--- config.mk ---
export PLATFORM = sky130hd
export DESIGN_NAME = hpc_cmd_ctrl
export DESIGN_NICKNAME = d
export VERILOG_FILES = /design/src/rtl/hpc_pkg.sv /design/src/rtl/hpc_cmd_decode.sv /design/src/rtl/hpc_slot_unit.sv /design/src/rtl/hpc_sequencer.sv /design/src/rtl/hpc_cmd_ctrl.sv
export SDC_FILE = /design/constraint.sdc
export NUM_CORES = 1
export LEC_CHECK = 0
export BUFFER_PORTS_ARGS = -buffer_cell sky130_fd_sc_hd__buf_2
export CAP_MARGIN = 20
export CORE_MARGIN = 5
export CORE_UTILIZATION = 30
export CTS_CLUSTER_SIZE = 8
export DETAILED_ROUTE_END_ITERATION = 8
export GPL_TIMING_DRIVEN = 1
export PLACE_DENSITY = 0.48
export SLEW_MARGIN = 5
export SYNTH_ARGS = -nofsm -noshare
export SYNTH_HDL_FRONTEND = slang
export SYNTH_SLANG_ARGS = --single-unit
--- constraint.sdc ---
create_clock -name clk -period 2.15 [get_ports clk]
set_input_delay 0.1075 -clock clk [delete_from_list [all_inputs] [get_ports clk]]
set_output_delay 0.1075 -clock clk [all_outputs]
set_load 0.05 [all_outputs]
--- src/rtl/hpc_pkg.sv ---
package hpc_pkg;

  typedef enum logic [1:0] {
    SS_KEEP = 2'd0,
    SS_PWR  = 2'd1,
    SS_EN   = 2'd2,
    SS_DIS  = 2'd3
  } slot_st_e;

  typedef enum logic [1:0] {
    IND_KEEP  = 2'd0,
    IND_ON    = 2'd1,
    IND_BLINK = 2'd2,
    IND_OFF   = 2'd3
  } ind_e;

  typedef enum logic [2:0] {
    CK_SLOT,
    CK_SPEED,
    CK_PWR_ALL,
    CK_EN_ALL,
    CK_BAD
  } cmd_kind_e;

  typedef enum logic [1:0] {
    SQ_INIT,
    SQ_IDLE,
    SQ_SWEEP
  } seq_st_e;

  localparam logic [1:0] PRES_LOW   = 2'd0;
  localparam logic [1:0] PRES_EMPTY = 2'd3;
  localparam logic [7:0] CODE_PWR_ALL = 8'h48;
  localparam logic [7:0] CODE_EN_ALL  = 8'h49;

endpackage

--- src/rtl/hpc_cmd_decode.sv ---
module hpc_cmd_decode
  import hpc_pkg::*;
(
  input  logic [7:0] code_i,
  output cmd_kind_e  kind_o,
  output slot_st_e   state_o,
  output ind_e       pwr_o,
  output ind_e       attn_o,
  output logic [2:0] speed_o
);

  always_comb begin
    state_o = slot_st_e'(code_i[1:0]);
    pwr_o   = ind_e'(code_i[3:2]);
    attn_o  = ind_e'(code_i[5:4]);
    speed_o = code_i[2:0];
    if (code_i[7:6] == 2'b00) begin
      kind_o = CK_SLOT;
    end else if (code_i[7:3] == 5'b01000) begin
      kind_o = CK_SPEED;
    end else if (code_i == CODE_PWR_ALL) begin
      kind_o = CK_PWR_ALL;
    end else if (code_i == CODE_EN_ALL) begin
      kind_o = CK_EN_ALL;
    end else begin
      kind_o = CK_BAD;
    end
  end

endmodule

--- src/rtl/hpc_slot_unit.sv ---
module hpc_slot_unit
  import hpc_pkg::*;
(
  input  logic       clk,
  input  logic       rst_n,
  input  logic       init_i,
  input  logic       present_i,
  input  logic       apply_i,
  input  slot_st_e   req_state_i,
  input  ind_e       req_pwr_i,
  input  ind_e       req_attn_i,
  output slot_st_e   state_o,
  output ind_e       pwr_o,
  output ind_e       attn_o,
  output logic       latch_o,
  output logic [1:0] pres_o,
  output logic [2:0] evt_o
);

  slot_st_e   state_q, state_d;
  ind_e       pwr_q, pwr_d;
  ind_e       attn_q, attn_d;
  logic       latch_q, latch_d;
  logic [1:0] pres_q, pres_d;
  logic [2:0] evt_q, evt_d;

  always_comb begin
    state_d = state_q;
    pwr_d   = pwr_q;
    attn_d  = attn_q;
    latch_d = latch_q;
    pres_d  = pres_q;
    evt_d   = evt_q;
    if (init_i) begin
      if (present_i) begin
        state_d = SS_EN;
        pwr_d   = IND_ON;
        latch_d = 1'b0;
        pres_d  = PRES_LOW;
      end
    end else if (apply_i) begin
      if (req_pwr_i != IND_KEEP) pwr_d = req_pwr_i;
      if (req_attn_i != IND_KEEP) attn_d = req_attn_i;
      if (state_q == SS_DIS && (req_state_i == SS_PWR || req_state_i == SS_EN)) begin
        state_d = req_state_i;
      end else if ((state_q == SS_EN || state_q == SS_PWR) && req_state_i == SS_DIS) begin
        state_d = SS_DIS;
        if (pwr_d == IND_OFF) begin
          latch_d = 1'b1;
          pres_d  = PRES_EMPTY;
          evt_d   = evt_q | 3'b111;
        end
      end
    end
  end

  always_ff @(posedge clk or negedge rst_n) begin
    if (!rst_n) begin
      state_q <= SS_DIS;
      pwr_q   <= IND_OFF;
      attn_q  <= IND_KEEP;
      latch_q <= 1'b1;
      pres_q  <= PRES_EMPTY;
      evt_q   <= 3'b000;
    end else if (init_i || apply_i) begin
      state_q <= state_d;
      pwr_q   <= pwr_d;
      attn_q  <= attn_d;
      latch_q <= latch_d;
      pres_q  <= pres_d;
      evt_q   <= evt_d;
    end
  end

  assign state_o = state_q;
  assign pwr_o   = pwr_q;
  assign attn_o  = attn_q;
  assign latch_o = latch_q;
  assign pres_o  = pres_q;
  assign evt_o   = evt_q;

  AST_NO_ILLEGAL_APPLY: assert property (@(posedge clk) disable iff (!rst_n)
    !(apply_i && state_q == SS_EN && req_state_i == SS_PWR));

  AST_HOLD_WITHOUT_APPLY: assert property (@(posedge clk) disable iff (!rst_n)
    (!apply_i && !init_i) |=> $stable(state_q));

  AST_EVENTS_NEED_LATCH: assert property (@(posedge clk) disable iff (!rst_n)
    (evt_q != 3'b000) |-> latch_q);

endmodule

--- src/rtl/hpc_sequencer.sv ---
module hpc_sequencer
  import hpc_pkg::*;
#(
  parameter int NSLOTS = 8,
  localparam int IW = (NSLOTS > 1) ? $clog2(NSLOTS) : 1
) (
  input  logic                  clk,
  input  logic                  rst_n,
  input  logic                  cmd_wr_i,
  input  cmd_kind_e             kind_i,
  input  slot_st_e              dec_state_i,
  input  ind_e                  dec_pwr_i,
  input  ind_e                  dec_attn_i,
  input  logic [2:0]            dec_speed_i,
  input  logic [4:0]            target_i,
  input  logic [2*NSLOTS-1:0]   state_vec_i,
  input  logic [NSLOTS-1:0]     latch_vec_i,
  output logic                  init_o,
  output logic                  apply_o,
  output logic [IW-1:0]         idx_o,
  output slot_st_e              req_state_o,
  output ind_e                  req_pwr_o,
  output ind_e                  req_attn_o,
  output logic [3:0]            status_o,
  output logic                  detected_o,
  output logic [2:0]            speed_o
);

  seq_st_e     fsm_q, fsm_d;
  logic [IW-1:0] idx_q, idx_d;
  logic        grp_en_q, grp_en_d;
  logic        err_cmd_q, err_cmd_d;
  logic        err_mode_q, err_mode_d;
  logic        det_q, det_d;
  logic [2:0]  speed_q, speed_d;

  logic        tgt_ok;
  logic [IW-1:0] tgt_idx;
  slot_st_e    tgt_state;
  logic        any_en;
  logic        sweep_latch;

  assign tgt_ok  = (target_i != 5'd0) && ({1'b0, target_i} <= 6'(NSLOTS));
  assign tgt_idx = IW'(target_i - 5'd1);

  always_comb begin
    tgt_state   = SS_KEEP;
    any_en      = 1'b0;
    sweep_latch = 1'b0;
    for (int i = 0; i < NSLOTS; i++) begin
      if (5'(i) == target_i - 5'd1) tgt_state = slot_st_e'(state_vec_i[2*i +: 2]);
      if (state_vec_i[2*i +: 2] == 2'(SS_EN)) any_en = 1'b1;
      if (IW'(i) == idx_q) sweep_latch = latch_vec_i[i];
    end
  end

  always_comb begin
    fsm_d       = fsm_q;
    idx_d       = idx_q;
    grp_en_d    = grp_en_q;
    err_cmd_d   = err_cmd_q;
    err_mode_d  = err_mode_q;
    det_d       = det_q;
    speed_d     = speed_q;
    init_o      = 1'b0;
    apply_o     = 1'b0;
    idx_o       = idx_q;
    req_state_o = dec_state_i;
    req_pwr_o   = dec_pwr_i;
    req_attn_o  = dec_attn_i;
    case (fsm_q)
      SQ_INIT: begin
        init_o = 1'b1;
        fsm_d  = SQ_IDLE;
      end
      SQ_IDLE: begin
        idx_o = tgt_idx;
        if (cmd_wr_i) begin
          err_cmd_d  = 1'b0;
          err_mode_d = 1'b0;
          det_d      = 1'b1;
          case (kind_i)
            CK_SLOT: begin
              if (!tgt_ok || (tgt_state == SS_EN && dec_state_i == SS_PWR)) begin
                err_cmd_d = 1'b1;
              end else begin
                apply_o = 1'b1;
              end
            end
            CK_SPEED: begin
              if (dec_speed_i == 3'd0) speed_d = dec_speed_i;
              else err_mode_d = 1'b1;
            end
            CK_PWR_ALL, CK_EN_ALL: begin
              if (any_en) begin
                err_cmd_d = 1'b1;
              end else begin
                fsm_d    = SQ_SWEEP;
                idx_d    = '0;
                grp_en_d = (kind_i == CK_EN_ALL);
                det_d    = 1'b0;
              end
            end
            default: err_cmd_d = 1'b1;
          endcase
        end
      end
      SQ_SWEEP: begin
        apply_o     = 1'b1;
        req_state_o = sweep_latch ? SS_KEEP : (grp_en_q ? SS_EN : SS_PWR);
        req_pwr_o   = sweep_latch ? IND_OFF : IND_ON;
        req_attn_o  = IND_KEEP;
        if (idx_q == IW'(NSLOTS - 1)) begin
          fsm_d = SQ_IDLE;
          det_d = 1'b1;
        end else begin
          idx_d = idx_q + 1'b1;
        end
      end
      default: fsm_d = SQ_IDLE;
    endcase
  end

  always_ff @(posedge clk or negedge rst_n) begin
    if (!rst_n) begin
      fsm_q      <= SQ_INIT;
      idx_q      <= '0;
      grp_en_q   <= 1'b0;
      err_cmd_q  <= 1'b0;
      err_mode_q <= 1'b0;
      det_q      <= 1'b0;
      speed_q    <= 3'd0;
    end else begin
      fsm_q      <= fsm_d;
      idx_q      <= idx_d;
      grp_en_q   <= grp_en_d;
      err_cmd_q  <= err_cmd_d;
      err_mode_q <= err_mode_d;
      det_q      <= det_d;
      speed_q    <= speed_d;
    end
  end

  assign status_o   = {err_mode_q, err_cmd_q, 1'b0, (fsm_q != SQ_IDLE)};
  assign detected_o = det_q;
  assign speed_o    = speed_q;

  AST_SWEEP_IDX_RANGE: assert property (@(posedge clk) disable iff (!rst_n)
    (fsm_q == SQ_SWEEP) |-> (32'(idx_q) < NSLOTS));

  AST_DONE_WHEN_IDLE: assert property (@(posedge clk) disable iff (!rst_n)
    $rose(det_q) |-> (fsm_q == SQ_IDLE));

  AST_ONE_ERROR_KIND: assert property (@(posedge clk) disable iff (!rst_n)
    $countones({err_mode_q, err_cmd_q}) <= 1);

  AST_SWEEP_IGNORES_STROBE: assert property (@(posedge clk) disable iff (!rst_n)
    (fsm_q == SQ_SWEEP) |=> $stable({err_mode_q, err_cmd_q}));

endmodule

--- src/rtl/hpc_cmd_ctrl.sv ---
module hpc_cmd_ctrl
  import hpc_pkg::*;
#(
  parameter int NSLOTS = 8,
  localparam int IW = (NSLOTS > 1) ? $clog2(NSLOTS) : 1
) (
  input  logic                  clk,
  input  logic                  rst_n,
  input  logic                  cmd_wr_i,
  input  logic [7:0]            cmd_code_i,
  input  logic [4:0]            cmd_target_i,
  input  logic [NSLOTS-1:0]     slot_present_i,
  output logic [3:0]            cmd_status_o,
  output logic                  cmd_detected_o,
  output logic [2:0]            bus_speed_o,
  output logic [2*NSLOTS-1:0]   slot_state_o,
  output logic [2*NSLOTS-1:0]   slot_pwr_ind_o,
  output logic [2*NSLOTS-1:0]   slot_attn_ind_o,
  output logic [NSLOTS-1:0]     slot_latch_open_o,
  output logic [2*NSLOTS-1:0]   slot_presence_o,
  output logic [3*NSLOTS-1:0]   slot_events_o
);

  logic rst_meta_q, rst_sync_q;

  always_ff @(posedge clk or negedge rst_n) begin
    if (!rst_n) begin
      rst_meta_q <= 1'b0;
      rst_sync_q <= 1'b0;
    end else begin
      rst_meta_q <= 1'b1;
      rst_sync_q <= rst_meta_q;
    end
  end

  cmd_kind_e  dec_kind;
  slot_st_e   dec_state;
  ind_e       dec_pwr, dec_attn;
  logic [2:0] dec_speed;

  hpc_cmd_decode u_dec (
    .code_i  (cmd_code_i),
    .kind_o  (dec_kind),
    .state_o (dec_state),
    .pwr_o   (dec_pwr),
    .attn_o  (dec_attn),
    .speed_o (dec_speed)
  );

  logic          seq_init, seq_apply;
  logic [IW-1:0] seq_idx;
  slot_st_e      req_state;
  ind_e          req_pwr, req_attn;

  hpc_sequencer #(.NSLOTS(NSLOTS)) u_seq (
    .clk         (clk),
    .rst_n       (rst_sync_q),
    .cmd_wr_i    (cmd_wr_i),
    .kind_i      (dec_kind),
    .dec_state_i (dec_state),
    .dec_pwr_i   (dec_pwr),
    .dec_attn_i  (dec_attn),
    .dec_speed_i (dec_speed),
    .target_i    (cmd_target_i),
    .state_vec_i (slot_state_o),
    .latch_vec_i (slot_latch_open_o),
    .init_o      (seq_init),
    .apply_o     (seq_apply),
    .idx_o       (seq_idx),
    .req_state_o (req_state),
    .req_pwr_o   (req_pwr),
    .req_attn_o  (req_attn),
    .status_o    (cmd_status_o),
    .detected_o  (cmd_detected_o),
    .speed_o     (bus_speed_o)
  );

  for (genvar gi = 0; gi < NSLOTS; gi++) begin : g_slot
    slot_st_e st;
    ind_e     pw, at;

    hpc_slot_unit u_slot (
      .clk         (clk),
      .rst_n       (rst_sync_q),
      .init_i      (seq_init),
      .present_i   (slot_present_i[gi]),
      .apply_i     (seq_apply && (seq_idx == IW'(gi))),
      .req_state_i (req_state),
      .req_pwr_i   (req_pwr),
      .req_attn_i  (req_attn),
      .state_o     (st),
      .pwr_o       (pw),
      .attn_o      (at),
      .latch_o     (slot_latch_open_o[gi]),
      .pres_o      (slot_presence_o[2*gi +: 2]),
      .evt_o       (slot_events_o[3*gi +: 3])
    );

    assign slot_state_o[2*gi +: 2]    = st;
    assign slot_pwr_ind_o[2*gi +: 2]  = pw;
    assign slot_attn_ind_o[2*gi +: 2] = at;
  end

endmodule

==> flow_metrics.env, run 1 <==
export IMPL_status="finished, violations left"
export IMPL_violations="negative setup slack"
export IMPL_avgSynthCellArea_um2=9.48
export IMPL_synth_cell_type_count=70
export IMPL_critical_path_class="reg2reg"
export IMPL_ys_flop_type="dfstp_2"
export IMPL_ys_seq_elements=78
export IMPL_yosys_warnings=0
export IMPL_die_area_um2=20000
export IMPL_clockPowerShare_pct=23.5
export IMPL_rsz0062_at_grt="true"
export IMPL_drive_above_1_share_pct=61.4
export IMPL_area_growth_pct=55.9
export IMPL_finalClockSkew_ns=0.00762
export IMPL_synth_area_um2=5180
export IMPL_cts_sinks=78
export IMPL_preCtsSetupSlack_ns=-0.862
export IMPL_die_x_um=141
export IMPL_place_hpwl_um=14900
export IMPL_synth_edf_count=0
export IMPL_dieHeight_um=141
export IMPL_diodes=0
export IMPL_ys_top_cells_by_area="dfstp_2 (20%), dfrtp_1 (18%), ha_1 (7.5%)"
export IMPL_htree_num_levels=3
export IMPL_num_rows=48
export IMPL_wl_per_cell_um=20.2
export IMPL_switchingPower_mw=3.28
export IMPL_drt_iter0_markers=236
export IMPL_cp_required_ns=2.41
export IMPL_arrival_ns=3.27
export IMPL_clk_pin_slew_worst_paths_ns=0.06
export IMPL_total_power_mw=7.62
export IMPL_drt_vias_per_instance=5.11
export IMPL_fmax_mhz=332
export IMPL_antenna_found_initial=0
export IMPL_async_flop_share_pct=100
export IMPL_period_minus_slack_ns=3.01
export IMPL_gp_congestion=0.863
export IMPL_reg2reg_depth=14
export IMPL_p_leak_nw=3.90
export IMPL_grt_max_degree=44
export IMPL_seq_area_frac_synth_pct=38.6
export IMPL_tightest_slew_ns=0.776
export IMPL_ant_nets=0
export IMPL_grt_usage_pct=20.0
export IMPL_cts_buffer_depth=2
export IMPL_drt_wl_total_um=20200
export IMPL_p_per_area_nw_per_um2=943
export IMPL_end_kind="flop"
export IMPL_overflow=0
export IMPL_dr_total_vias=5103
export IMPL_drtPass1Iterations=4
export IMPL_core_area_um2=17100
export IMPL_drc=0
export IMPL_cts_inserted_buffers=9
export IMPL_grt_pass1_wl_um=30500
export IMPL_clk_latency_ns=0.35
export IMPL_start_util_pct=30.3
export IMPL_ir_worst_vdd_uv=556
export IMPL_port_buffers=126
export IMPL_synthesis_instances=547
export IMPL_maxCapViolations=0
export IMPL_slew_violations=0
export IMPL_yosys_area_top_type="dfstp_2"
export IMPL_cp_max_fo=6
export IMPL_intPower_mw=4.34
export IMPL_dpl_cell_area_um2=6900
export IMPL_combPwrFrac_pct=48.6
export IMPL_synth_nets=602
export IMPL_seqPwrFrac_pct=27.9
export IMPL_hold_viol=0
export IMPL_critPathLaunchType="flop"
export IMPL_setup_violations_final=64
export IMPL_cts_tree="built"
export IMPL_fin_area_um2=8080
export IMPL_setup_slack_ns=-0.859
export IMPL_nets=823
export IMPL_clock_root_buffer="clkbuf_16"
export IMPL_yosysTopAreaCellShare_pct=20.3
export IMPL_hp_class="in2async"
export IMPL_period_share_pct=140
export IMPL_timing_slew_headroom_pct=48.0
export IMPL_ios=128
export IMPL_grt_pass1_vias=5231
export IMPL_swShare_pct=43.1
worst max-delay path: stages (launching register included):
cell and delay, ns:
dfrtp_2 0.47, ha_4 0.18, ha_4 0.14, and3b_1 0.18, a211oi_2 0.05, o41a_1 0.33
a21o_1 0.21, a22o_1 0.26, ha_4 0.30, buf_6 0.15, buf_12 0.12, nand2_4 0.06
nor2_2 0.04, and3_4 0.17, a311oi_2 0.24
through the flow:
| stage | cells | setup TNS (ns) | hold slack [ns] | util [%] |
|---|---|---|---|---|
| finish | 998 | -31.62 | 0.0634 | 47.2 |
| global route | 998 | -37.66 | 0.0624 | 47.2 |
| CTS | 986 | -27.88 | 0.0472 | 45.7 |
| detailed placement | 947 | -36.00 | -0.104 | 40.3 |
| global placement | 947 | -34.81 | -0.106 | 40.3 |
| floorplan | 547 | -24.67 | -0.188 | - |
layout by cell type, fill, tap and decap left out, types with 5 or more instances in the layout:
master and instances:
a21oi_1 17, a22o_1 12, mux2i_1 5, clkbuf_16 9, a21o_1 11, a31o_2 10
inv_1 26, nor2_1 15, buf_4 121, nor2b_1 8, inv_2 5, dfrtp_1 35
buf_2 126, ha_1 22, nand3_1 11, o21ai_2 7, dfstp_2 40, and3_4 8
buf_12 8, nand3_2 16, nor3_1 9, buf_6 17, ha_4 9, o21ai_1 5
a31oi_1 15, o21ai_0 7, nand2b_1 6, nand2_4 8, nand2_1 34
kinds of logic after synthesis:
family	count (synthesis)	share of synthesized area [%]
AOI/OAI and AO/OA	145	21.2
xor gates and xnor gates	3	0.507
adders and majority gates	31	7.48
buffers and inverters	101	12.0
DFF	78	38.6
muxes	5	0.965
other	2	0.145
and+or+nand+nor	182	19.1
sequential cells by signal (all words and copies together) (netlist names):
name	count
u_seq.idx_q	3
g_slot.u_slot.evt_o	8
g_slot.u_slot.pwr_o	16
u_seq.detected_o	1
rst_meta_q	1
g_slot.u_slot.state_o	16
u_seq.speed_o	3
u_seq.fsm_q	2
u_seq.grp_en_q	1
rst_sync_q	1
u_seq.err_mode_q	1
u_seq.err_cmd_q	1
g_slot.u_slot.pres_o	8
g_slot.u_slot.attn_o	16
cell type report:
type,instances,area [um^2]
Clock buffer,10,229
Clock inverter,6,109
Fill cell,1656,9030
Inverter,34,140
Multi-Input combinational cell,368,3360
Sequential cell,78,2010
Tap cell,225,282
Timing Repair Buffer,277,1950
per-layer routing:
| metal | vias up | share of wire, % | routed length (um) | track usage (%) |
|---|---|---|---|---|
| met4 | 0 | 2.2 | 452 | 7.53 |
| met5 | - | 0 | 0 | 0 |
| met2 | 159 | 48 | 9750 | 32.4 |
| met3 | 25 | 5.0 | 1000 | 2.90 |
| met1 | 2529 | 44 | 8960 | 27.1 |
| li1 | 2390 | - | - | - |
worst paths after layout:
check	from	endpoint	slack, ns
max reg2reg	u_seq.idx_q[0]$_DFFE_PN0P_	g_slot[7].u_slot.state_o[1]$_DFFE_PN1P_	-0.86
min	rst_n	rst_sync_q$_DFF_PN0_	0.06
min in group clk	slot_present_i[7]	g_slot[7].u_slot.pwr_o[0]$_DFFE_PN1P_	0.07
min reg2reg	rst_sync_q$_DFF_PN0_	g_slot[2].u_slot.attn_o[0]$_DFFE_PN0P_	0.29
max	u_seq.idx_q[0]$_DFFE_PN0P_	g_slot[7].u_slot.state_o[1]$_DFFE_PN1P_	-0.86
max in group asynchronous	rst_sync_q$_DFF_PN0_	g_slot[6].u_slot.state_o[0]$_DFFE_PN1P_	1.18
power groups by stage:
stage | combinational [mW] | clock (mW) | sequential (mW)
final | 3.70 | 1.79 | 2.13
after global routing | 3.90 | 1.89 | 2.17
after CTS | 3.50 | 1.84 | 2.13
after detailed placement | 3.25 | 0 | 2.13
after global placement | 3.23 | 0 | 2.12
after floorplan | 1.44 | 0 | 2.91
synthesized netlist by cell type (11+ instances only):
master,number
a22o_1,12
dfstp_2,40
a31o_2,12
nor2_1,20
a31oi_1,18
nor3_1,14
a21oi_1,22
o21ai_0,20
ha_1,31
nand3_1,29
buf_4,44
and3_1,12
a21o_1,11
dfrtp_1,38
nand2_1,46
inv_1,34
repair_timing:
action | in CTS | in global routing
hold endpoints to repair | 4 | 0
pin swaps | 29 | 31
endpoints found under the setup margin | 68 | 70
cloned | 3 | 0
resized for setup | 70 | 49
hold buffers | 3 | 0
setup buffers | 18 | 18
No activity file was read; power rests on OpenSTA's default activity.
==> run 2, diff against run 1 <==
RECOVER_POWER = 50   (was not set)
SETUP_SLACK_MARGIN = 0.15   (was not set)
==> flow_metrics.env, run 2 (synthesized netlist as in run 1, its figures left out) <==
export IMPL_p_leak_nw=3.84
export IMPL_cp_max_fo=7
export IMPL_grt_pass1_vias=5417
export IMPL_fmax_mhz=332
export IMPL_die_x_um=141
export IMPL_grt_usage_pct=20.4
export IMPL_setup_violations_final=65
export IMPL_drive_above_1_share_pct=58.2
export IMPL_dieHeight_um=141
export IMPL_timing_slew_headroom_pct=-14.8
export IMPL_rsz0062_at_grt="true"
export IMPL_fillers=1656
export IMPL_nets=834
export IMPL_fin_area_um2=8120
export IMPL_gp_congestion=0.890
export IMPL_cts_sinks=78
export IMPL_clock_root_buffer="clkbuf_16"
export IMPL_place_hpwl_um=14900
export IMPL_ir_worst_vdd_uv=699
export IMPL_total_power_mw=7.39
export IMPL_cts_inserted_buffers=9
export IMPL_die_area_um2=20000
export IMPL_cts_buffer_depth=2
export IMPL_clk_latency_ns=0.35
export IMPL_grt_pass1_wl_um=31400
export IMPL_critPathLaunchType="flop"
export IMPL_htree_num_levels=3
export IMPL_end_kind="flop"
export IMPL_final_common_cell="buf_4"
export IMPL_hp_class="in2async"
export IMPL_clk_pin_slew_worst_paths_ns=0.06
export IMPL_overflow=0
export IMPL_diodes=0
export IMPL_cp_required_ns=2.42
export IMPL_place_inst=958
export IMPL_maxCapViolations=1
export IMPL_dpl_cell_area_um2=7000
export IMPL_drtPass1Iterations=7
export IMPL_violations="max-capacitance violations, max-slew violations, negative setup slack"
export IMPL_finalClockSkew_ns=0.00563
export IMPL_final_core_util_pct=47.4
export IMPL_final_cells=1009
export IMPL_regArea_um2=2000
export IMPL_preCtsSetupSlack_ns=-0.850
export IMPL_hold_ws_ns=0.0697
export IMPL_hold_viol=0
export IMPL_critical_path_class="reg2reg"
export IMPL_period_minus_slack_ns=3.01
export IMPL_drt_iter0_markers=365
export IMPL_setup_tns_ns=-32.42
export IMPL_cts_tree="built"
export IMPL_p_per_area_nw_per_um2=911
export IMPL_port_buffers=126
export IMPL_period_share_pct=140
export IMPL_num_rows=48
export IMPL_grt_max_degree=41
export IMPL_drt_vias_per_instance=5.16
export IMPL_area_growth_pct=56.6
export IMPL_wl_per_cell_um=20.1
export IMPL_start_util_pct=30.3
export IMPL_drc=0
export IMPL_status="finished, violations left"
export IMPL_ant_nets=0
export IMPL_ios=128
export IMPL_dr_total_vias=5210
export IMPL_core_area_um2=17100
export IMPL_drt_wl_total_um=20200
export IMPL_antenna_found_initial=0
export IMPL_arrival_ns=3.28
export IMPL_mostFrequentLayoutCells="buf_4 (124), buf_2 (97), dfstp_2 (40), dfrtp_1 (36), nand2_1 (32)"
export IMPL_slew_violations=38
export IMPL_setup_slack_ns=-0.859
export IMPL_multi_input_area_um2=3320
export IMPL_tightest_slew_ns=1.72
run 2: changes by cell type in the layout (fill, tap and decap cells not counted), sizes merged:
cell	before	now
clkbuf	10	38
clkinv	2	3
buf	274	256
clkinvlp	0	2
bufinv	3	1
run 2: final timing paths:
check,from,to,slack (ns),cells after the start
max,u_seq.idx_q[0]$_DFFE_PN0P_,g_slot[3].u_slot.state_o[1]$_DFFE_PN1P_,-0.86,13
min,rst_n,rst_meta_q$_DFF_PN0_,0.07,2
max reg2reg,u_seq.idx_q[0]$_DFFE_PN0P_,g_slot[3].u_slot.state_o[1]$_DFFE_PN1P_,-0.86,13
min reg2reg,rst_meta_q$_DFF_PN0_,rst_sync_q$_DFF_PN0_,0.35,0
max in group asynchronous,rst_sync_q$_DFF_PN0_,g_slot[1].u_slot.pwr_o[1]$_DFFE_PN1P_,0.24,1
min in group clk,slot_present_i[6],g_slot[6].u_slot.state_o[1]$_DFFE_PN1P_,0.08,3
run 2: layout make-up:
| cell class | count | area share, % |
|---|---|---|
| well taps | 225 | 3.47 |
| clock buffers | 9 | 2.77 |
| flip-flops and latches | 78 | 24.7 |
| repair buffers | 288 | 25.5 |
| inverters | 34 | 1.79 |
| clock inverters | 7 | 0.894 |
| multi-input cells | 368 | 40.9 |
run 2: critical path, cell delays in order (launching register included):
cell and delay, ns:
dfrtp_2 0.45, ha_4 0.18, ha_4 0.15, and3b_1 0.18, a211oi_2 0.05, o41a_1 0.33
a21o_1 0.22, a22o_1 0.27, ha_4 0.36, nand2_4 0.06, nor3b_4 0.15, or3_1 0.31
a31oi_1 0.17, nor3_1 0.07
run 2: power by group:
group / internal (mW) / total, mW / switching (mW)
clock: 0.901 / 1.56 / 0.662
sequential: 1.87 / 2.12 / 0.255
combinational: 1.36 / 3.71 / 2.35
total: 4.13 / 7.39 / 3.27
run 2: what timing repair did:
item                                    in CTS  in global routing
pin swaps                                   30                 20
cloned                                       4                  0
hold buffers                                 3                  0
resized for setup                           81                 39
hold endpoints to repair                     4                  0
endpoints found under the setup margin      72                 72
setup buffers                               21                  7
run 2: per-layer routing:
metal / global-route usage (%) / part of all wire [%]
met1: 27.3 / 45
met2: 34.3 / 49
met3: 3.88 / 5.6
met4: 4.49 / 1.3
met5: 0 / 0
==> run 3, diff against run 2 <==
CORE_ASPECT_RATIO = 0.8   (was not set)
==> flow_metrics.env, run 3 (synthesized netlist as in run 1, its figures left out) <==
export IMPL_place_hpwl_um=15100
export IMPL_p_leak_nw=3.81
export IMPL_regArea_um2=2000
export IMPL_crit_family="compound AO/OA/AOI/OAI gates"
export IMPL_period_share_pct=136
export IMPL_grt_max_degree=55
export IMPL_r2r_end="g_slot[3].u_slot.state_o[1]$_DFFE_PN1P_"
export IMPL_status="finished, violations left"
export IMPL_cts_inserted_buffers=9
export IMPL_rsz0062_at_grt="true"
export IMPL_total_power_mw=7.40
export IMPL_die_area_um2=20000
export IMPL_cts_tree="built"
export IMPL_end_kind="flop"
export IMPL_overflow=0
export IMPL_nets=827
export IMPL_finalClockSkew_ns=0.00867
export IMPL_multi_input_area_um2=3280
export IMPL_die_x_um=157
export IMPL_ir_worst_vdd_uv=597
export IMPL_violations="negative setup slack"
export IMPL_gp_congestion=0.887
export IMPL_wl_per_cell_um=20.4
export IMPL_cts_sinks=78
export IMPL_slew_violations=0
export IMPL_drtPass1Iterations=5
export IMPL_ant_nets=0
export IMPL_r2r_start="u_seq.idx_q[1]$_DFFE_PN0P_"
export IMPL_dpl_cell_area_um2=6930
export IMPL_htree_num_levels=3
export IMPL_reg2reg_depth=13
export IMPL_ios=128
export IMPL_fillers=1626
export IMPL_timing_slew_headroom_pct=23.0
export IMPL_tightest_slew_ns=1.15
export IMPL_drive_above_1_share_pct=57.9
export IMPL_num_rows=43
export IMPL_antenna_found_initial=0
export IMPL_cp_num_buf_inv=1
export IMPL_diodes=0
export IMPL_critPathLaunchType="flop"
export IMPL_final_common_cell="buf_4"
export IMPL_r2r_setup_slack_ns=-0.78
export IMPL_fmax_mhz=341
export IMPL_hold_viol=0
export IMPL_drt_wl_total_um=20500
export IMPL_area_growth_pct=54.4
export IMPL_dr_total_vias=5143
export IMPL_grt_usage_pct=19.8
export IMPL_crit_chain="inv_2, ha_2, nand3b_1, a221o_1, a21o_1, a21o_1, a22o_1, ha_4, nand2_4, nor3b_4, or3_1, a31oi_1, nor3_1"
export IMPL_setup_violations_final=65
export IMPL_clock_root_buffer="clkbuf_16"
export IMPL_drc=0
export IMPL_grt_pass1_wl_um=30200
export IMPL_hp_class="in2async"
export IMPL_cp_max_fo=7
export IMPL_p_per_area_nw_per_um2=924
export IMPL_port_buffers=126
export IMPL_cpMostUsedCell="a21o_1"
export IMPL_critical_path_class="reg2reg"
export IMPL_start_util_pct=30.2
export IMPL_setup_slack_ns=-0.784
export IMPL_period_minus_slack_ns=2.93
export IMPL_grt_pass1_vias=5241
export IMPL_clk_latency_ns=0.35
export IMPL_cp_required_ns=2.42
export IMPL_drt_iter0_markers=346
export IMPL_cp_slowest_cell="dfrtp_2"
export IMPL_clk_pin_slew_worst_paths_ns=0.07
export IMPL_maxCapViolations=0
export IMPL_cp_slowest_stage_delay_ns=0.42
export IMPL_core_area_um2=17200
export IMPL_mostFrequentLayoutCells="buf_4 (126), buf_2 (108), dfstp_2 (40), nand2_1 (36), dfrtp_1 (36)"
export IMPL_cts_buffer_depth=2
export IMPL_fin_area_um2=8010
export IMPL_arrival_ns=3.21
export IMPL_drt_vias_per_instance=5.13
export IMPL_dieHeight_um=128
## run 3: changes by cell type in the layout (fill, tap and decap cells not counted), sizes merged
| cell | delta |
|---|---|
| clkinv | -1 |
| bufinv | +1 |
| clkbuf | -11 |
| buf | +4 |
## run 3: cell type report
cell class | count | share of cell area [%]
inverters | 34 | 1.66
multi-input cells | 368 | 41.0
well taps | 225 | 3.52
repair buffers | 281 | 24.7
flip-flops and latches | 78 | 25.0
clock buffers | 9 | 2.81
clock inverters | 7 | 1.22
## run 3: how the worst max path moves through the flow
| stage | cells past startpoint | startpoint | to | slack (ns) |
|---|---|---|---|---|
| 2_1_floorplan | 14 | u_seq.idx_q[1]$_DFFE_PN0P_ | g_slot[3].u_slot.state_o[1]$_DFFE_PN1P_ | -0.77 |
| 3_3_place_gp | 14 | u_seq.idx_q[1]$_DFFE_PN0P_ | g_slot[3].u_slot.state_o[1]$_DFFE_PN1P_ | -0.68 |
| 3_5_place_dp | 13 | u_seq.idx_q[1]$_DFFE_PN0P_ | g_slot[0].u_slot.pres_o[0]$_DFFE_PN1P_ | -0.82 |
| 4_1_cts | 13 | u_seq.idx_q[1]$_DFFE_PN0P_ | g_slot[3].u_slot.state_o[1]$_DFFE_PN1P_ | -0.75 |
| 5_1_grt | 14 | u_seq.idx_q[0]$_DFFE_PN0P_ | g_slot[6].u_slot.evt_o[0]$_DFFE_PN0P_ | -0.90 |
| 6_report | 13 | u_seq.idx_q[1]$_DFFE_PN0P_ | g_slot[3].u_slot.state_o[1]$_DFFE_PN1P_ | -0.78 |
## run 3: per-layer routing
layer  wire, um  up-vias  GRT usage [%]
met5          0        -              0
li1           -     2396              -
met2       9470      187           31.7
met3       1390       14           4.88
met4        187        0           4.03
met1       9440     2546           27.5
## run 3: repair_timing
action | in CTS | in global routing
hold endpoints to repair | 4 | 0
gates resized for setup | 48 | 47
hold buffers | 3 | 0
endpoints found under the setup margin | 70 | 71
pin swaps | 21 | 21
buffers inserted | 20 | 8
gates cloned | 3 | 0
## run 3: metrics by stage
step | setup TNS [ns] | util (%) | std cells | setup slack, ns | hold WS [ns]
2_1_floorplan | -24.66 | - | 547 | -0.769 | -0.188
6_report | -27.88 | 46.6 | 1002 | -0.784 | 0.0644
3_3_place_gp | -27.03 | 40.4 | 952 | -0.679 | -0.107
5_1_grt | -35.19 | 46.6 | 1002 | -0.901 | 0.0839
3_5_place_dp | -32.17 | 40.4 | 952 | -0.816 | -0.105
4_1_cts | -26.89 | 45.0 | 994 | -0.752 | 0.0542
## run 3: report_power, final
| part | internal (mW) | switching, mW |
|---|---|---|
| clock network | 1.02 | 0.682 |
| registers | 1.87 | 0.259 |
| logic | 1.24 | 2.33 |
